### src/rtl/sram_lane_pkg.sv
package sram_lane_pkg;

    localparam int WORD_ADDR_W = 18;
    localparam int WORD_W      = 16;
    localparam int LANE_W      = 8;
    localparam int LANES       = WORD_W / LANE_W;

    typedef enum logic [2:0] {
        ST_IDLE   = 3'd0,
        ST_WSETUP = 3'd1,
        ST_WPULSE = 3'd2,
        ST_WHOLD  = 3'd3,
        ST_RWAIT  = 3'd4
    } ctl_state_e;

    typedef struct packed {
        logic                   write;
        logic [WORD_ADDR_W-1:0] addr;
        logic [WORD_W-1:0]      wdata;
        logic [LANES-1:0]       be;
    } req_t;

    typedef struct packed {
        logic             ce_n;
        logic             oe_n;
        logic             we_n;
        logic [LANES-1:0] lane_n;
        logic             drive;
    } strobe_t;

    function automatic logic [WORD_W-1:0] lane_mask(input logic [LANES-1:0] be);
        logic [WORD_W-1:0] m;
        for (int i = 0; i < LANES; i++) begin
            m[i*LANE_W +: LANE_W] = {LANE_W{be[i]}};
        end
        return m;
    endfunction

endpackage

### src/rtl/sram_req_fsm.sv
module sram_req_fsm
    import sram_lane_pkg::*;
#(
    parameter int WR_PULSE_CLKS = 1,
    parameter int RD_WAIT_CLKS  = 1
) (
    input  logic       clk,
    input  logic       rst,
    input  logic       req_valid,
    input  req_t       req_in,
    output logic       ready,
    output ctl_state_e state,
    output req_t       cur,
    output logic       rd_done
);

    localparam int MAX_CLKS = (WR_PULSE_CLKS > RD_WAIT_CLKS) ? WR_PULSE_CLKS : RD_WAIT_CLKS;
    localparam int CNT_W    = $clog2(MAX_CLKS + 1);

    logic [CNT_W-1:0] cnt;

    assign ready   = (state == ST_IDLE);
    assign rd_done = (state == ST_RWAIT) && (cnt == '0);

    always_ff @(posedge clk) begin
        if (rst) begin
            state <= ST_IDLE;
            cnt   <= '0;
            cur   <= '0;
        end else begin
            case (state)
                ST_IDLE: begin
                    if (req_valid && (req_in.be != '0)) begin
                        cur <= req_in;
                        if (req_in.write) begin
                            state <= ST_WSETUP;
                        end else begin
                            state <= ST_RWAIT;
                            cnt   <= CNT_W'(RD_WAIT_CLKS - 1);
                        end
                    end
                end
                ST_WSETUP: begin
                    state <= ST_WPULSE;
                    cnt   <= CNT_W'(WR_PULSE_CLKS - 1);
                end
                ST_WPULSE: begin
                    if (cnt == '0) state <= ST_WHOLD;
                    else           cnt   <= cnt - 1'b1;
                end
                ST_WHOLD: begin
                    state <= ST_IDLE;
                end
                ST_RWAIT: begin
                    if (cnt == '0) state <= ST_IDLE;
                    else           cnt   <= cnt - 1'b1;
                end
                default: state <= ST_IDLE;
            endcase
        end
    end

endmodule

### src/rtl/sram_strobe_dec.sv
module sram_strobe_dec
    import sram_lane_pkg::*;
(
    input  ctl_state_e       state,
    input  logic [LANES-1:0] be,
    output strobe_t          stb
);

    logic active;
    logic writing;

    always_comb begin
        active  = (state != ST_IDLE);
        writing = (state == ST_WSETUP) || (state == ST_WPULSE) || (state == ST_WHOLD);
        stb.ce_n  = ~active;
        stb.oe_n  = ~(state == ST_RWAIT);
        stb.we_n  = ~(state == ST_WPULSE);
        stb.drive = writing;
    end

    for (genvar g = 0; g < LANES; g++) begin : g_lane
        assign stb.lane_n[g] = ~(active & be[g]);
    end

endmodule

### src/rtl/sram_rd_capture.sv
module sram_rd_capture
    import sram_lane_pkg::*;
(
    input  logic              clk,
    input  logic              rst,
    input  logic              rd_done,
    input  logic [LANES-1:0]  be,
    input  logic [WORD_W-1:0] dq_in,
    output logic              rd_valid,
    output logic [WORD_W-1:0] rd_data
);

    always_ff @(posedge clk) begin
        if (rst) begin
            rd_valid <= 1'b0;
            rd_data  <= '0;
        end else begin
            rd_valid <= rd_done;
            if (rd_done) rd_data <= dq_in & lane_mask(be);
        end
    end

endmodule

### src/rtl/sram_lane_ctrl.sv
module sram_lane_ctrl
    import sram_lane_pkg::*;
#(
    parameter int WR_PULSE_CLKS = 1,
    parameter int RD_WAIT_CLKS  = 1
) (
    input  logic                   clk,
    input  logic                   rst,
    input  logic                   req_valid,
    output logic                   req_ready,
    input  logic                   req_write,
    input  logic [WORD_ADDR_W-1:0] req_addr,
    input  logic [WORD_W-1:0]      req_wdata,
    input  logic [LANES-1:0]       req_be,
    output logic                   rd_valid,
    output logic [WORD_W-1:0]      rd_data,
    output logic [WORD_ADDR_W-1:0] mem_addr,
    output logic                   mem_ce_n,
    output logic                   mem_oe_n,
    output logic                   mem_we_n,
    output logic                   mem_ub_n,
    output logic                   mem_lb_n,
    output logic [WORD_W-1:0]      mem_dq_out,
    output logic                   mem_dq_oe,
    input  logic [WORD_W-1:0]      mem_dq_in
);

    req_t       req_in;
    req_t       cur;
    ctl_state_e state;
    strobe_t    stb;
    logic       rd_done;

    assign req_in = '{write: req_write, addr: req_addr, wdata: req_wdata, be: req_be};

    sram_req_fsm #(
        .WR_PULSE_CLKS (WR_PULSE_CLKS),
        .RD_WAIT_CLKS  (RD_WAIT_CLKS)
    ) u_fsm (
        .clk       (clk),
        .rst       (rst),
        .req_valid (req_valid),
        .req_in    (req_in),
        .ready     (req_ready),
        .state     (state),
        .cur       (cur),
        .rd_done   (rd_done)
    );

    sram_strobe_dec u_dec (
        .state (state),
        .be    (cur.be),
        .stb   (stb)
    );

    sram_rd_capture u_cap (
        .clk      (clk),
        .rst      (rst),
        .rd_done  (rd_done),
        .be       (cur.be),
        .dq_in    (mem_dq_in),
        .rd_valid (rd_valid),
        .rd_data  (rd_data)
    );

    assign mem_addr   = cur.addr;
    assign mem_dq_out = cur.wdata;
    assign mem_ce_n   = stb.ce_n;
    assign mem_oe_n   = stb.oe_n;
    assign mem_we_n   = stb.we_n;
    assign mem_lb_n   = stb.lane_n[0];
    assign mem_ub_n   = stb.lane_n[1];
    assign mem_dq_oe  = stb.drive;

endmodule

### config.mk
export PLATFORM = sky130hd
export DESIGN_NAME = sram_lane_ctrl
export DESIGN_NICKNAME = d
export VERILOG_FILES = /design/src/rtl/sram_lane_pkg.sv /design/src/rtl/sram_req_fsm.sv /design/src/rtl/sram_strobe_dec.sv /design/src/rtl/sram_rd_capture.sv /design/src/rtl/sram_lane_ctrl.sv
export SDC_FILE = /design/constraint.sdc
export NUM_CORES = 1
export LEC_CHECK = 0
export BUFFER_PORTS_ARGS = -buffer_cell sky130_fd_sc_hd__clkbuf_2
export CORE_MARGIN = 2
export CORE_UTILIZATION = 30
export CTS_CLUSTER_DIAMETER = 120
export DETAILED_ROUTE_END_ITERATION = 8
export GPL_TIMING_DRIVEN = 1
export SYNTH_ARGS = -nofsm -noshare
export SYNTH_HDL_FRONTEND = slang
export SYNTH_SLANG_ARGS = --single-unit
### constraint.sdc
create_clock -name clk -period 1.9 [get_ports clk]
set_clock_uncertainty 0.2 [all_clocks]
set_input_delay 0.38 -clock clk [delete_from_list [all_inputs] [get_ports clk]]
set_output_delay 0.38 -clock clk [all_outputs]
set_load 0.05 [all_outputs]
==> results.json <==
{
  "start_util": 0.306,
  "peakVddDrop_mv": 0.492,
  "critPathLaunchType": "flop",
  "synth_area_per_cell_um2": 9.09,
  "post_drt_wl_per_cell_um": 13.1,
  "firstDrtPassIters": 4,
  "yosysWarnings": 0,
  "pre_cts_slack_ns": 0.175,
  "dieArea_mm2": 0.00847,
  "cts.sinks": 56,
  "die_w_um": 92.1,
  "mappedNetlistArea_mm2": 0.00233,
  "holdWs_ns": 0.0776,
  "rsz0062_at_grt": "true",
  "synth.most_common_cell": "dfxtp_1",
  "clk_latency_ns": 0.30,
  "max_freq_mhz": 522,
  "finalCritPeriodShare": 1.01,
  "failed_checks": "setup timing",
  "grt_use_total": 0.136,
  "hpwl_um": 3970,
  "cts_tree": "yes",
  "syn_nets": 312,
  "postRouteAntennaNets": 0,
  "die_h_um": 92.1,
  "placed_cell_area_mm2": 0.00273,
  "maxCapViolCount": 0,
  "maxSlewViolCount": 0,
  "setup_tns_ns": -0.0405,
  "synthArstFlopShare": 0,
  "cts_root_buffer": "clkbuf_8",
  "design_area_mm2": 0.00299,
  "synth_top_family_by_area": "compound AO/OA/AOI/OAI gates",
  "path_max_fanout": 5,
  "synthCells": 256,
  "vias": 2050,
  "status": "complete, but fails checks",
  "ys_ff_latch": 56,
  "endpoint_kind": "primary output",
  "drcViolationCount": 0,
  "numCtsBuffers": 5,
  "antenna_found_initial": 0,
  "row_count": 32,
  "synth-compound-area-share": 0.226,
  "synth_edf_count": 0,
  "slew-limit-headroom": 0.558,
  "gr-total-overflow": 0,
  "drive_above_1_share": 0.428,
  "setup_violations": 3,
  "ff2ff_path_depth": 6,
  "p_leak_nw": 1.33,
  "grt_first_pass_wirelength_um": 9470,
  "h-tree-depth": 2,
  "regToRegStartpoint": "u_fsm.state[1]",
  "via_per_inst": 4.70,
  "timing.final.hold_violations": 0,
  "min_path_cells": 2,
  "io_buffers": 113,
  "yosysSeqAreaShare": 0.482,
  "synth_xor_xnor_area_share": 0.00377,
  "grt_max_degree": 40,
  "hp-start": "mem_dq_in[12]",
  "io_pins": 114,
  "synth_top_cell_by_area": "dfxtp_1",
  "grt_pass1_vias": 2003,
  "coreArea_mm2": 0.00761,
  "worstReg2RegEnd": "u_fsm.cur[13]",
  "cp.arrival_ns": 1.33,
  "synth_fa_ha_area_frac": 0,
  "drt-initial-drc-count": 51,
  "fin_util": 0.393,
  "ys_types": 23,
  "path_clk_slew_ns": 0.10,
  "setup.worst_path.class": "flop to primary output",
  "hold_buffers": 0,
  "worstPathRequired_ns": 1.32,
  "insertedDiodeCount": 0,
  "synth_top_area_frac": 0.482,
  "r2r_slack_ns": 0.12,
  "ys_top_cells_by_count": "dfxtp_1 (56), a21oi_1 (37), nand3_1 (36)",
  "worst_pin_slew_ns": 0.664,
  "wirelength_um": 5700,
  "syn_to_final_growth_pct": 28.4,
  "synthFlopType": "dfxtp_1",
  "layout.nets": 389,
  "fin_crit_ns": 1.91,
  "setup_slack_ns": -0.0142,
  "cellPowerDensity_mw_per_mm2": 1020,
  "ys_top_cells_by_area": "dfxtp_1 (48%), buf_4 (11%), a21oi_1 (8.0%), nand3_1 (7.7%), o21ai_0 (6.2%)",
  "synthMuxAreaShare": 0,
  "hold_path_class": "primary input to flop",
  "cts.path.max_buffers": 2,
  "place.gp.congestion": 0.736,
  "yosys.area_share.simple": 0.119,
  "whs_endpoint": "u_cap.rd_data[12]"
}
[sequential cells by signal, summed over array words and instances (netlist names)]
signal          cells
u_fsm.cur          36
u_cap.rd_data      16
u_fsm.state         3
u_cap.rd_valid      1
[final cells by class]
type                    instances  area [µm²]
inverters                       1        11.3
fillers                       788        4620
flip-flops and latches         56        1120
well taps                     102         128
clock inverters                 3        90.1
repair buffers                126         738
multi-input cells             143         830
clock buffers                   5        68.8
[where the power goes]
group          internal (mW)  switching, mW  total, mW
registers               1.24         0.0310       1.27
clock network          0.659          0.389       1.05
logic                  0.223          0.498      0.721
total                   2.12          0.918       3.04
[repair_timing]
action	in CTS	in global routing
pin swaps	3	1
setup endpoints to repair	5	6
gates resized for setup	17	4
setup buffers	1	0
[cell usage in the layout (no fill, tap or decap), drive strengths merged]
cell type  count
nand3         36
buf           14
nor3           1
or3            1
xnor2          1
a21oi         38
bufinv         3
nor2           3
nor4b          1
nor4           2
nand2          4
clkbuf       117
o21a           1
inv            1
dfxtp         56
o21ai         37
a22o          16
and2           2
[cell families after synthesis]
family	after synthesis
flops	56
simple gates	50
buf+inv	57
xor+xnor	1
compound gates	92
[stage by stage]
stage	std cells	power, mW
after floorplan	256	1.86
after global placement	427	1.96
after detailed placement	427	1.97
after CTS	436	3.08
after global routing	436	3.19
final	436	3.04
[routing by layer]
layer,up-vias,track usage,part of all wire
met5,-,0,0
met2,66,0.230,0.47
li1,1027,-,-
met4,0,0.0336,0.0089
met3,5,0.0362,0.061
met1,952,0.173,0.46
[worst max-delay path by stage]
stage | startpoint | to | slack (ns) | cells after the start
finish | u_fsm.state[1] | mem_ub_n | -0.01 | 3
detailed placement | u_fsm.state[0] | mem_ce_n | 0.17 | 3
global placement | u_fsm.state[0] | mem_ce_n | 0.19 | 3
floorplan | u_fsm.state[0] | mem_lb_n | -0.06 | 4
global route | u_fsm.state[1] | mem_ce_n | -0.06 | 3
CTS | u_fsm.state[2] | mem_ub_n | -0.03 | 3
[critical path, cell delays in order (launching register included)]
cell and delay (ns):
dfxtp_1 0.32, or3_4 0.45, nand2_2 0.10, clkbuf_16 0.16
No activity file was read; power rests on OpenSTA's default activity.
